<file path="src/rtl/mog_pkg.sv">
package mog_pkg;

    localparam int KIND_W    = 3;
    localparam int NUM_CODES = 1 << KIND_W;

    typedef enum logic [KIND_W-1:0] {
        K_LOAD    = 3'b000,
        K_STORE   = 3'b001,
        K_FENCE   = 3'b010,
        K_ATOMIC  = 3'b011,
        K_ACQUIRE = 3'b100,
        K_RELEASE = 3'b101
    } op_kind_e;

    // Ordering policy attached to one kind code
    typedef struct packed {
        logic drain_first;  // wait for zero outstanding before issue
        logic block_after;  // hold later issue until own completion
    } policy_t;

    function automatic policy_t policy_of(input logic [KIND_W-1:0] code);
        policy_t p;
        unique case (code)
            K_LOAD, K_STORE: p = '{drain_first: 1'b0, block_after: 1'b0};
            K_ACQUIRE:       p = '{drain_first: 1'b0, block_after: 1'b1};
            K_RELEASE:       p = '{drain_first: 1'b1, block_after: 1'b0};
            default:         p = '{drain_first: 1'b1, block_after: 1'b1};
        endcase
        return p;
    endfunction

endpackage

</file>
<file path="src/rtl/mog_counter.sv">
module mog_counter #(
    parameter int CNT_W = 4
) (
    input  logic             clk,
    input  logic             rst,
    input  logic             inc,
    input  logic             dec,
    output logic [CNT_W-1:0] cnt_q,
    output logic             full,
    output logic             empty
);
    localparam logic [CNT_W-1:0] CNT_MAX = '1;

    logic dec_eff;

    // a completion with nothing outstanding is dropped
    assign dec_eff = dec && (cnt_q != '0);

    always_ff @(posedge clk) begin
        if (rst) begin
            cnt_q <= '0;
        end else if (inc && !dec_eff) begin
            cnt_q <= cnt_q + 1'b1;
        end else if (!inc && dec_eff) begin
            cnt_q <= cnt_q - 1'b1;
        end
    end

    assign full  = (cnt_q == CNT_MAX);
    assign empty = (cnt_q == '0);
endmodule

</file>
<file path="src/rtl/mog_block_track.sv">
module mog_block_track #(
    parameter int TAG_W = 6
) (
    input  logic             clk,
    input  logic             rst,
    input  logic             set,
    input  logic [TAG_W-1:0] set_tag,
    input  logic             cpl_valid,
    input  logic [TAG_W-1:0] cpl_tag,
    output logic             blk_q
);
    logic [TAG_W-1:0] held_tag_q;
    logic             hit;

    assign hit = blk_q && cpl_valid && (cpl_tag == held_tag_q);

    always_ff @(posedge clk) begin
        if (rst) begin
            blk_q      <= 1'b0;
            held_tag_q <= '0;
        end else if (set) begin
            blk_q      <= 1'b1;
            held_tag_q <= set_tag;
        end else if (hit) begin
            blk_q      <= 1'b0;
        end
    end
endmodule

</file>
<file path="src/rtl/mog_gate.sv">
module mog_gate (
    input  logic                         blk,
    input  logic                         full,
    input  logic                         empty,
    input  logic [mog_pkg::KIND_W-1:0]   kind,
    output logic                         open,
    output logic                         sets_block
);
    import mog_pkg::*;

    logic                 base_ok;
    logic [NUM_CODES-1:0] allow;
    logic [NUM_CODES-1:0] blocks;

    assign base_ok = !blk && !full;

    for (genvar c = 0; c < NUM_CODES; c++) begin : g_pol
        localparam policy_t POL = policy_of(KIND_W'(c));
        assign allow[c]  = POL.drain_first ? (base_ok && empty) : base_ok;
        assign blocks[c] = POL.block_after;
    end

    assign open       = allow[kind];
    assign sets_block = blocks[kind];
endmodule

</file>
<file path="src/rtl/mem_order_gate.sv">
module mem_order_gate #(
    parameter int CNT_W = 4,
    parameter int TAG_W = 6
) (
    input  logic             clk,
    input  logic             rst,
    input  logic             op_valid,
    input  logic [2:0]       op_kind,
    input  logic [TAG_W-1:0] op_tag,
    output logic             op_ready,
    output logic             stall,
    output logic             mem_valid,
    output logic [2:0]       mem_kind,
    output logic [TAG_W-1:0] mem_tag,
    input  logic             mem_ready,
    input  logic             cpl_valid,
    input  logic [TAG_W-1:0] cpl_tag
);
    logic [CNT_W-1:0] cnt_q;
    logic             cnt_full;
    logic             cnt_empty;
    logic             blk_q;
    logic             gate_open;
    logic             kind_blocks;
    logic             issue;

    mog_gate u_gate (
        .blk        (blk_q),
        .full       (cnt_full),
        .empty      (cnt_empty),
        .kind       (op_kind),
        .open       (gate_open),
        .sets_block (kind_blocks)
    );

    assign mem_valid = op_valid && gate_open;
    assign mem_kind  = op_kind;
    assign mem_tag   = op_tag;
    assign op_ready  = gate_open && mem_ready;
    assign issue     = mem_valid && mem_ready;
    assign stall     = op_valid && !op_ready;

    mog_counter #(.CNT_W(CNT_W)) u_cnt (
        .clk   (clk),
        .rst   (rst),
        .inc   (issue),
        .dec   (cpl_valid),
        .cnt_q (cnt_q),
        .full  (cnt_full),
        .empty (cnt_empty)
    );

    mog_block_track #(.TAG_W(TAG_W)) u_blk (
        .clk       (clk),
        .rst       (rst),
        .set       (issue && kind_blocks),
        .set_tag   (op_tag),
        .cpl_valid (cpl_valid),
        .cpl_tag   (cpl_tag),
        .blk_q     (blk_q)
    );
endmodule

</file>
<file path="config.mk">
export PLATFORM = sky130hd
export DESIGN_NAME = mem_order_gate
export DESIGN_NICKNAME = d
export VERILOG_FILES = /design/src/rtl/mog_pkg.sv /design/src/rtl/mog_counter.sv /design/src/rtl/mog_block_track.sv /design/src/rtl/mog_gate.sv /design/src/rtl/mem_order_gate.sv
export SDC_FILE = /design/constraint.sdc
export NUM_CORES = 1
export LEC_CHECK = 0
export BUFFER_PORTS_ARGS = -buffer_cell sky130_fd_sc_hd__buf_2
export CORE_ASPECT_RATIO = 1.5
export CORE_MARGIN = 3
export CORE_UTILIZATION = 35
export CTS_CLUSTER_SIZE = 28
export DETAILED_ROUTE_END_ITERATION = 6
export GPL_TIMING_DRIVEN = 1
export PLACE_DENSITY = 0.7
export SLEW_MARGIN = 30
export SYNTH_ARGS = -nofsm -noshare
export SYNTH_HDL_FRONTEND = slang
export SYNTH_SLANG_ARGS = --single-unit
</file>
<file path="constraint.sdc">
create_clock -name clk -period 3.4 [get_ports clk]
set_clock_uncertainty 0.1 [all_clocks]
set_input_delay 0.34 -clock clk [delete_from_list [all_inputs] [get_ports clk]]
set_output_delay 0.34 -clock clk [all_outputs]
set_load 0.05 [all_outputs]
</file>
---- Word-level counts from Yosys, hierarchy flattened ----
Memories as Yosys holds them, arrays and structs flattened.
Index checks and enable logic that the tools add are counted.
word-level totals
  register bits ........................... 11
  memory bits (read-only) ................. 8
  bits of input ports ..................... 20
  word-level logic and storage cells ...... 37
  memories kept ........................... 1
cells by class
  add/subtract/negate cells ............... 2
  order comparisons ....................... 1
  eq/ne operators ......................... 2
  mux-type cells .......................... 7
  reductions and logical operators ........ 21
memory list
  name             words  width  read ports  clocked after Yosys merged registers in  wr ports  RTL line        text
  (no name shown)  8      1      1           0                                        0         mog_gate.sv:24  assign sets_block = blocks[kind];
operators by type and width
  cell                                                                   count
  1-bit logical AND                                                      12
  4-bit 2-to-1 mux                                                       2
  6-bit equality test                                                    1
  1-bit logical NOT                                                      5
  4-bit by 1-bit adder with 4-bit output (second input constant)         1
  4-bit equality test (second input constant)                            1
  4-bit logical NOT                                                      1
  3-bit by 4-bit < comparator with 1-bit output (second input constant)  1
  1-bit 2-to-1 mux                                                       4
  2-bit nonzero test                                                     2
  4-bit nonzero test                                                     1
  4-bit by 1-bit subtractor with 4-bit output (second input constant)    1
  1-bit binary-select mux with 3-bit select                              1

---- Logic depth before layout (Yosys ltp) ----
Gate-level depths: netlist of the first run.
  word-level depth ........................ 12
  mapped depth ............................ 11
  depth with buffers taken out ............ 10

---- Modules after synthesis ----
From an unflattened synthesis of the first run, not the netlist that was laid out.
second synthesis, totals
  cell total of the unflattened synthesis .. 79
  area, all modules ....................... 733.2 um2
modules (own cells, without submodules)
  module           times used  cells an instance  area each (um2)  seq. area each (um2)
  mog_block_track  1           31                 315.3            140.1
  mog_counter      1           29                 284.0            80.1
  mem_order_gate   1           14                 105.1            0.0
  mog_gate         1           5                  28.8             0.0

---- Worst setup path before layout of the first run ----
No wires, ideal clock.
  kind .................................... register to register
  from .................................... reg u_cnt.cnt_q[0]
  to ...................................... reg u_cnt.cnt_q[3]
  library setup time ...................... 0.123 ns
  data arrival time ....................... 2.366 ns
  required time ........................... 3.177 ns
  slack ................................... 0.811 ns
  cell stages (with the launch flop) ...... 12
  path buffers ............................ 1
  period minus slack after synthesis ...... 2.589 ns
  path through ............................ dfxtp_1 -> nor4_2 -> o211ai_2 -> buf_6 -> nor2_1 -> ha_1 -> inv_1 -> ha_1 -> a21oi_1 -> a211oi_1 -> a31oi_1 -> mux2_1
on the way
  word-level cells in the longest chain between the ends .. 11
  elaborated cells on any way between the ends .. 20
  those cells by class .................... add/sub: 2; eq/ne: 1; mux: 4; reduce/logical: 13
RTL lines
  item                                       RTL line              text
  from (decl)                                mog_counter.sv:8      output logic [CNT_W-1:0] cnt_q,
  from (signal assigned)                     mog_counter.sv:23     cnt_q <= cnt_q + 1'b1;
  from (signal assigned)                     mog_counter.sv:25     cnt_q <= cnt_q - 1'b1;
  4-bit equality test                        mog_counter.sv:29     assign full = (cnt_q == CNT_MAX);
  1-bit logical NOT                          mog_gate.sv:15        assign base_ok = !blk && !full;
  1-bit logical AND                          mog_gate.sv:15
  1-bit logical AND                          --
  1-bit binary-select mux with 3-bit select  mog_gate.sv:23        assign open = allow[kind];
  1-bit 2-to-1 mux (not written as such)     mog_gate.sv:23
  1-bit logical AND                          mem_order_gate.sv:36  assign mem_valid = op_valid && gate_open;
  1-bit logical AND                          mem_order_gate.sv:40  assign issue = mem_valid && mem_ready;
  1-bit logical NOT                          mog_counter.sv:24     end else if (!inc && dec_eff) begin
  1-bit logical AND                          mog_counter.sv:24
  2-bit nonzero test (no line)               --
Parallel ways exist; a longest one is shown, timed or not. The select of a mux whose other input is x is not followed.
A chain may end at the register's enable or synchronous reset.

---- Worst setup path in the final report of the first run ----
Ends and elaborated chain as after synthesis.

==> impl_results.md, run 1 <==
* Area of the multi-input gates at about 400 sq um
* Crit Path Class: reg2reg
* Yosys warns at 0
* Number of global-route vias before repair at between 600 and 700
* Synth Net Count at ~120
* Worst EP required at roughly 3.5 ns
* Peak Freq at 353 MHz
* Worst slack, placed at ~0.57 ns
* Reg clk slew, reported paths at about 0.070 ns
* TritonCTS buffer count at 3
* CP Capture Type: flop
* Final Cycle Share at a little over four fifths
* Max Used Layer: met4
* Met3 WL at about 110 microns
* Area added between synthesis and finish at 15.7%
* Drt drc at 0
* Worst min-delay path class: in2reg
* Max clock buf depth at 2
* Congestion Overflow GR at 0
* Worst Tran Pin Value at 0.678 ns
* Synth Register Bits at 11
* Final ANT Viol Nets at 0
* Global-route wire length before repair at about 2500 microns
* Routed WL at roughly 1500 microns
* Crit path DAT at 2.90 ns
* Max-slew violation count at 0
* PortBufs at 31
* Wire length on met1 at between 500 and 600 microns
* H-Tree Depth at 1
* Core area at between 0.0015 and 0.002 sq mm
* Final Wtd Congestion at ~0.72
* DR pass1 iterations at 4
* Sequential share of the synthesized area at 29.5%
* Status: finished clean
* Peak VDD IR at 0.000331 V
* Min-delay src: rst
* Post-CTS resize count at 0
* WL per Instance at around 11 microns
* RSZ-0062 raised after global routing: no
* Largest net degree at the start of global routing at 16
* Vias per cell at just under 5
* Setup ws final at approximately 0.57 ns
* Max-cap violations at 0
* Setup violations, final at 0
* Die Area at 0.00274 sq mm
* Total number of vias at 663
* ANT cells at 0
* Syn Inst Count at 92
* Count of cell types in the netlist at 28
* CTS hold repair buffers at 0
* DPL Wire Length at approximately 1200 microns
* All-layer global routing usage at a little under an eighth
* Worst-Skew Late Latency at around 0.28 ns
* Setup bufs post-CTS at 0
* Crit start category: flop
* Min Tclk post-route at roughly 2.8 ns
* Chip height at 62.6 microns
* Reg2reg start: u_cnt.cnt_q[0]$_SDFFE_PP0P_
* Synth Cell Area at around 750 sq um
* Final hold vios at 0
* Nets@finish at roughly 140
* Peak fanout along the critical path at 15
* Worst setup path startpoint: u_cnt.cnt_q[0]$_SDFFE_PP0P_
* Max-slew headroom at between 50% and 60%
* Initial antenna violation count at 0
* Final TNS setup at 0 ns
* PwrDens at between 600 and 700 mW/mm^2
* I/O Pins at 32
* Root Driver: clkbuf_4
* Fill cells at 196
* Leak Pwr at between 0.4 and 0.5 nW
* Clock sink count at 11
* Syn Area/Cell at 8.12 sq um
* Register Area at ~220 sq um
* Row Count at 19
* Metal2 WL at between 700 and 800 microns
* Die X at 43.7 microns
* CTS tree: done
* DRT iter0 DRCs at 6
* Initial Utilization at ~39%
* Layout cell share with drive strength beyond 1 at approximately 32%
## layout make-up
type                       count  area share (%)
multi-input combinational     59            46.6
sequential                    11            25.5
timing repair buffer          31            17.9
inverter                       9            3.91
clock buffer                   4            3.04
tap                           21            3.04
## registers in the layout, indices dropped and copies added, names as in the netlist
| register | count |
|---|---|
| u_blk.blk_q | 1 |
| u_blk.held_tag_q | 6 |
| u_cnt.cnt_q | 4 |
## cell families after synthesis
logic type / after synthesis / synth area share, %
mux: 2 / 2.85
simple gates: 22 / 16.1
fa+ha+maj: 4 / 7.71
flops: 11 / 29.5
compound gates: 23 / 17.9
xor+xnor: 8 / 9.38
buf+inv: 22 / 16.6
## routing by layer
metal / track usage (%) / vias up
met2: 20.4 / 25
met5: 0 / -
met1: 12.0 / 285
li1: - / 348
met4: 9.81 / 0
met3: 1.73 / 5
## final timing paths
check	slack [ns]	to	depth (start not counted)
worst max-delay path	0.57	u_cnt.cnt_q[3]$_SDFFE_PP0P_	10
worst min-delay path	0.28	u_cnt.cnt_q[2]$_SDFFE_PP0P_	2
worst max register to register	0.57	u_cnt.cnt_q[3]$_SDFFE_PP0P_	10
worst min register to register	0.37	u_blk.blk_q$_SDFFE_PP0P_	2
## stage by stage
| step | std cells | utilization, % | power (W) | hold WS, ns | instance area, sq um |
|---|---|---|---|---|---|
| after floorplan | 92 | - | 0.000463 | 0.342 | 747 |
| after global placement | 131 | 43.5 | 0.000509 | 0.361 | 838 |
| after detailed placement | 131 | 43.5 | 0.000515 | 0.365 | 838 |
| after CTS | 135 | 44.9 | 0.000610 | 0.285 | 865 |
| after global routing | 135 | 44.9 | 0.000656 | 0.304 | 865 |
| final | 135 | 44.9 | 0.000604 | 0.278 | 865 |
## cell usage after synthesis
cell,count,area share (%)
dfxtp_1,11,29
a21oi_1,10,6.7
buf_4,9,9.0
nor2_1,9,4.5
inv_1,8,4.0
o21ai_1,7,4.7
or3_1,6,5.0
xnor2_1,4,4.7
xor2_1,4,4.7
clkbuf_1,3,1.5
ha_1,3,5.0
nor2b_1,2,1.7
a211oi_1,1,1.0
a31oi_1,1,0.84
a41oi_1,1,1.2
buf_6,1,1.5
fa_1,1,2.7
inv_2,1,0.50
mux2_1,1,1.5
mux2i_1,1,1.3
nand2b_1,1,0.84
nand3_1,1,0.67
nand4_1,1,0.84
nor4_2,1,1.7
o211ai_2,1,1.7
o21ai_0,1,0.67
o41ai_1,1,1.2
or2_1,1,0.84
## worst max-delay path, stage by stage (launching register included)
cell	delay, ns
dfxtp_1	0.37
nor4_2	0.39
o211ai_2	0.30
nor2_1	0.18
ha_1	0.18
inv_1	0.09
ha_1	0.32
a21oi_1	0.20
a211oi_1	0.09
a31oi_1	0.16
mux2_1	0.33
## cell usage in the layout, fill, tap and decap left out, types with 2 or more instances in the layout
cell | Yosys | routed
nor2b_1 | 2 | 2
or3_1 | 6 | 6
dfxtp_1 | 11 | 11
nor2_1 | 9 | 9
xnor2_1 | 4 | 4
o21ai_1 | 7 | 7
ha_1 | 3 | 3
xor2_1 | 4 | 4
buf_2 | 0 | 31
a21oi_1 | 10 | 10
inv_1 | 8 | 8
clkbuf_4 | 0 | 3
## report_power, final
part	internal [W]	switching (W)
sequential	0.000156	0.0000337
combinational	0.000127	0.000194
clock	0.0000457	0.0000467
total	0.000329	0.000275
(Power assumes the default switching activity.)
==> inputs of run 2 (changes only) <==
ABC_AREA = 1   (was not set)
PLACE_DENSITY = 0.68   (was 0.7)
clock period = 2.8 ns   (was 3.4 ns; I/O delays follow)
==> impl_results.md, run 2 <==
* Status: finished clean
* Nets@finish at approximately 180
* Largest net degree at the start of global routing at 9
* Min Tclk post-route at approximately 2.3 ns
* Hold path depth at 2
* Max-slew violation count at 0
* Synth area leader: dfxtp_1
* Worst-Skew Late Latency at ~0.27 ns
* Max-slew headroom at 76.4%
* Routed WL at between 1500 and 2000 microns
* Number of synthesized flops with an enable pin at 0
* DRT iter0 DRCs at 10
* Ys flop type: dfxtp_1
* Worst slack, placed at around 0.48 ns
* Register Area at 220 sq um
* Congestion Overflow GR at 0
* Crit Path Class: reg2reg
* Syn Inst Count at around 130
* Max-cap violations at 0
* RSZ-0062 raised after global routing: no
* R2R Setup Slk at about 0.47 ns
* I/O Pins at 32
* WL per Instance at ~9.1 microns
* Synth Register Bits at 11
* Fill cells at approximately 250
* Worst min-delay path class: in2reg
* Yosys warns at 0
* Clock sink count at 11
* Reg-to-Reg End: u_cnt.cnt_q[3]$_SDFFE_PP0P_
* Total power at 0.000788 W
* Chip height at approximately 66 microns
* Top cells by count, synth: nand2_1, inv_1, nor2_1
* ANT cells at 0
* Peak Freq at ~430 MHz
* Die Area at approximately 0.003 sq mm
* Biggest register: u_blk.held_tag_q
* Sequential share of the synthesized area at roughly a quarter
* Drt drc at 0
* Synth Cell Area at about 840 sq um
* Setup bufs post-CTS at 0
* Largest regs: u_blk.held_tag_q: 6 flops, u_cnt.cnt_q: 4 flops, u_blk.blk_q: 1 flops
* Setup ws final at roughly 0.47 ns
* Peak fanout along the critical path at 8
* Worst Tran Pin Value at about 0.35 ns
* Syn Area/Cell at about 6.4 sq um
* Post-synthesis async set-or-reset flop share at 0%
* Final TNS setup at 0 ns
* Setup violations, final at 0
* Post-CTS resize count at 0
* Crit start category: flop
* Final Wtd Congestion at approximately 0.82
* PortBufs at 31
* Global-route wire length before repair at about 2700 microns
* Most numerous cell in the Yosys netlist: nand2_1
* Leak Pwr at around 0.54 nW
* Layout cell share with drive strength beyond 1 at a little over a quarter
* CTS hold repair buffers at 0
* Synth top area share at 26.3%
* Core area at approximately 0.0023 sq mm
* Root Driver: clkbuf_4
* Initial antenna violation count at 0
* Crit path DAT at 2.44 ns
* Synth Net Count at about 160
* Ranking of synthesized cells by area: dfxtp_1, nand2_1, inv_1, nor2_1, buf_4
* Most frequent cells in the layout: buf_2, nand2_1, inv_1, nor2_1, dfxtp_1
* Vias per cell at about 4.4
* Number of global-route vias before repair at between 700 and 800
* Total number of vias at ~800
* Final hold vios at 0
* DR pass1 iterations at 4
* Final ANT Viol Nets at 0
* Worst R2R Path Depth at 14
* Commonest non-fill, non-tap cell in the layout: buf_2
* Reg2reg start: u_cnt.cnt_q[1]$_SDFFE_PP0P_
* Row Count at 21
* CP Capture Type: flop
* Worst EP required at 2.90 ns
* Initial Utilization at roughly 37%
* H-Tree Depth at 1
* Count of cell types in the netlist at 20
* Max clock buf depth at 2
* PwrDens at between 800 and 900 mW/mm^2
* Die X at 45.9 microns
* Min-delay src: rst
* DPL Wire Length at around 1400 microns
* Worst Hold End: u_blk.blk_q$_SDFFE_PP0P_
* All-layer global routing usage at about an eighth
* Area of the multi-input gates at ~450 sq um
* Area added between synthesis and finish at 17.0%
* Peak VDD IR at around 0.00036 V
* Final Cycle Share at a little over four fifths
* CTS tree: done
* TritonCTS buffer count at 3
* Reg clk slew, reported paths at approximately 0.08 ns
* Max reg flops at 6
run 2: power by group:
group | internal [W] | leakage (nW) | switching, W
Sequential | 0.000197 | 0.0903 | 0.0000442
Combinational | 0.000161 | 0.439 | 0.000274
Clock | 0.0000552 | 0.0150 | 0.0000567
run 2: area by class of cell:
cell class | instances | share of cell area [%]
Multi-Input combinational cell | 85 | 46.1
Sequential cell | 11 | 22.5
Timing Repair Buffer | 31 | 15.8
Inverter | 26 | 9.96
Tap cell | 23 | 2.94
Clock buffer | 4 | 2.68
run 2: metrics by stage:
stage / cell area, sq um / std cells / hold WS, ns / util [%]
finish: 980 / 180 / 0.116 / 43.4
global route: 980 / 180 / 0.0878 / 43.4
CTS: 980 / 180 / 0.111 / 43.4
detailed placement: 953 / 176 / 0.390 / 42.2
global placement: 953 / 176 / 0.383 / 42.2
floorplan: 837 / 131 / 0.242 / -
run 2: how the worst max path moves through the flow:
stage	startpoint	end	slack, ns	cells past startpoint
final	u_cnt.cnt_q[1]$_SDFFE_PP0P_	u_cnt.cnt_q[3]$_SDFFE_PP0P_	0.47	14
after global routing	u_cnt.cnt_q[1]$_SDFFE_PP0P_	u_cnt.cnt_q[3]$_SDFFE_PP0P_	0.19	14
after floorplan	u_cnt.cnt_q[1]$_SDFFE_PP0P_	u_cnt.cnt_q[3]$_SDFFE_PP0P_	0.69	14
after global placement	u_cnt.cnt_q[1]$_SDFFE_PP0P_	u_cnt.cnt_q[3]$_SDFFE_PP0P_	0.56	14
after detailed placement	u_cnt.cnt_q[1]$_SDFFE_PP0P_	u_cnt.cnt_q[3]$_SDFFE_PP0P_	0.48	14
after CTS	u_cnt.cnt_q[1]$_SDFFE_PP0P_	u_cnt.cnt_q[3]$_SDFFE_PP0P_	0.46	14
run 2: routing by layer:
metal	part of all wire [%]	global-route usage, %	vias up
li1	-	-	436
met1	37	11.1	343
met2	57	22.8	15
met3	4.7	2.45	2
met4	1.5	6.41	0
met5	0	0	-
run 2: worst max-delay path, stage by stage (launching register included):
cell and delay [ns]:
dfxtp_1 0.37, nor2_1 0.12, nand2_1 0.09, nand2_2 0.10, nand3_4 0.11, nor2_4 0.19, ha_1 0.22, inv_1 0.09
ha_1 0.33, nand2_1 0.08, nand2_1 0.04, nor2_1 0.13, xnor2_1 0.13, nand2_1 0.06, a21oi_1 0.11
run 2: cells by family (layout without fill, tap and decap cells):
group	count (synthesis)	count (layout)	synth area share [%]
flops	11	11	26.3
compound gates	9	9	5.83
fa+ha+maj	4	4	6.88
simple gates	68	68	37.1
xor+xnor	4	4	4.19
buf+inv	35	61	19.7
==> inputs of run 3 (changes only) <==
clock period = 2.32 ns   (was 2.8 ns; I/O delays follow)
==> impl_results.md, run 3 (synthesis results as in run 2) <==
* Status: finished clean
* Register Area at 221 sq um
* Final ANT Viol Nets at 0
* Fin area at 0.00101 sq mm
* Row Count at 21
* Reg clk slew, reported paths at 0.08 ns
* Gate power share at between 50 and 60%
* Initial antenna violation count at 0
* Max clock buf depth at 2
* Max-cap violations at 0
* Initial Utilization at between 30% and 40%
* Area of the multi-input gates at 472 sq um
* Finished Layout Cells at about 180
* Number of global-route vias before repair at between 700 and 800
* Largest regs: u_blk.held_tag_q: 6 flops, u_cnt.cnt_q: 4 flops, u_blk.blk_q: 1 flops
* DR pass1 iterations at 4
* Largest net degree at the start of global routing at 9
* Sequential share of power at ~29%
* Clock sink count at 11
* Max Used Layer: met4
* NetSw at roughly 0.00048 W
* Setup ws final at 0.225 ns
* Worst EP required at around 2.4 ns
* H-Tree Depth at 1
* Congestion Overflow GR at 0
* ANT cells at 0
* Peak fanout along the critical path at 4
* Internal power at 0.000529 W
* CTS tree: done
* Placed Instance Area at 961 sq um
* Root Driver: clkbuf_4
* Global-route wire length before repair at between 2000 and 3000 microns
* Total power at 0.00100 W
* PortBufs at 31
* All-layer global routing usage at between 10% and 20%
* Sw Ratio at 47.4%
* Wire length on met1 at around 630 microns
* Final Cycle Share at around 90%
* Chip height at between 60 and 70 microns
* Drt drc at 0
* Layout cell share with drive strength beyond 1 at 31.6%
* Biggest register: u_blk.held_tag_q
* Clk network pwr share at between 10% and 20%
* Metal2 WL at 1040 microns
* Max-slew violation count at 0
* Worst Tran Pin Value at approximately 0.35 ns
* Vias per cell at about 4.6
* Leak Pwr at ~0.55 nW
* Nets@finish at ~180
* TritonCTS buffer count at 3
* Core area at between 0.002 and 0.0025 sq mm
* Met3 WL at 86 microns
* Max reg flops at 6
* I/O Pins at 32
* Worst slack, placed at 0.119 ns
* Die X at between 40 and 50 microns
* Worst-Skew Late Latency at roughly 0.26 ns
* Fill cells at around 250
* PwrDens at 996 mW/mm^2
* Final hold vios at 0
* Crit path DAT at between 2 and 2.5 ns
* Routed WL at 1790 microns
* Min Tclk post-route at 2.09 ns
* CP Capture Type: flop
* Die Area at between 0.003 and 0.004 sq mm
* DP Cell Count at 177
* CTS hold repair buffers at 0
* Max-slew headroom at between 70% and 80%
* Final TNS setup at 0 ns
* Most frequent cells in the layout: buf_2, nand2_1, inv_1, nor2_1, dfxtp_1
* Crit start category: flop
* Area added between synthesis and finish at 20.5%
* DPL Wire Length at 1480 microns
* Peak Freq at between 400 and 500 MHz
* DRT iter0 DRCs at 13
* Final Wtd Congestion at 0.812
* Total number of vias at about 830
* Worst min-delay path class: in2reg
* Crit Path Class: reg2reg
* Peak VDD IR at between 0.0005 and 0.0006 V
* WL per Instance at approximately 10 microns
* Setup violations, final at 0
* Commonest non-fill, non-tap cell in the layout: buf_2
## run 3: stage by stage
step	utilization [%]	hold WS [ns]
after floorplan	-	0.194
after global placement	42.5	0.346
after detailed placement	42.5	0.353
after CTS	43.7	0.0748
after global routing	44.6	0.0762
final	44.6	0.0871
## run 3: layout make-up
type | instances | share of cell area [%]
Timing Repair Buffer | 32 | 16.1
Inverter | 26 | 9.68
Multi-Input combinational cell | 85 | 46.8
Sequential cell | 11 | 22.0
Clock buffer | 4 | 2.61
Tap cell | 23 | 2.85
## run 3: timing repair
item	CTS	global route
setup endpoints to repair	0	2
gates resized for setup	0	6
buffers inserted	0	0
## run 3: metal layers
layer	vias to the layer above	track usage [%]
met2	17	23.8
met1	371	12.9
li1	436	-
met5	-	0
met4	0	5.69
met3	4	2.45
## run 3: path summary, 6_finish.rpt
kind | start | slack [ns] | endpoint | cells after the start
worst max-delay path | u_cnt.cnt_q[2]$_SDFFE_PP0P_ | 0.23 | u_cnt.cnt_q[3]$_SDFFE_PP0P_ | 14
worst min-delay path | rst | 0.09 | u_blk.blk_q$_SDFFE_PP0P_ | 2
worst max register to register | u_cnt.cnt_q[2]$_SDFFE_PP0P_ | 0.23 | u_cnt.cnt_q[3]$_SDFFE_PP0P_ | 14
worst min register to register | u_blk.blk_q$_SDFFE_PP0P_ | 0.40 | u_blk.blk_q$_SDFFE_PP0P_ | 2
## run 3: power by group through the flow
| stage | Sequential [W] | Combinational, W | Clock, W |
|---|---|---|---|
| after floorplan | 0.000282 | 0.000439 | 0 |
| after global placement | 0.000292 | 0.000527 | 0 |
| after detailed placement | 0.000291 | 0.000544 | 0 |
| after CTS | 0.000287 | 0.000547 | 0.000135 |
| after global routing | 0.000306 | 0.000653 | 0.000148 |
| final | 0.000294 | 0.000581 | 0.000130 |
## run 3: worst max-delay path, stage by stage, from the launching register on
cell	delay, ns
dfxtp_1	0.36
nand2_1	0.09
nor2_1	0.05
nor2_2	0.14
nand3_4	0.13
nor2_4	0.11
ha_2	0.20
inv_2	0.07
ha_4	0.28
nand2_1	0.06
nor2_2	0.09
nor2_2	0.04
xnor2_1	0.12
nand2_1	0.07
a21oi_1	0.12
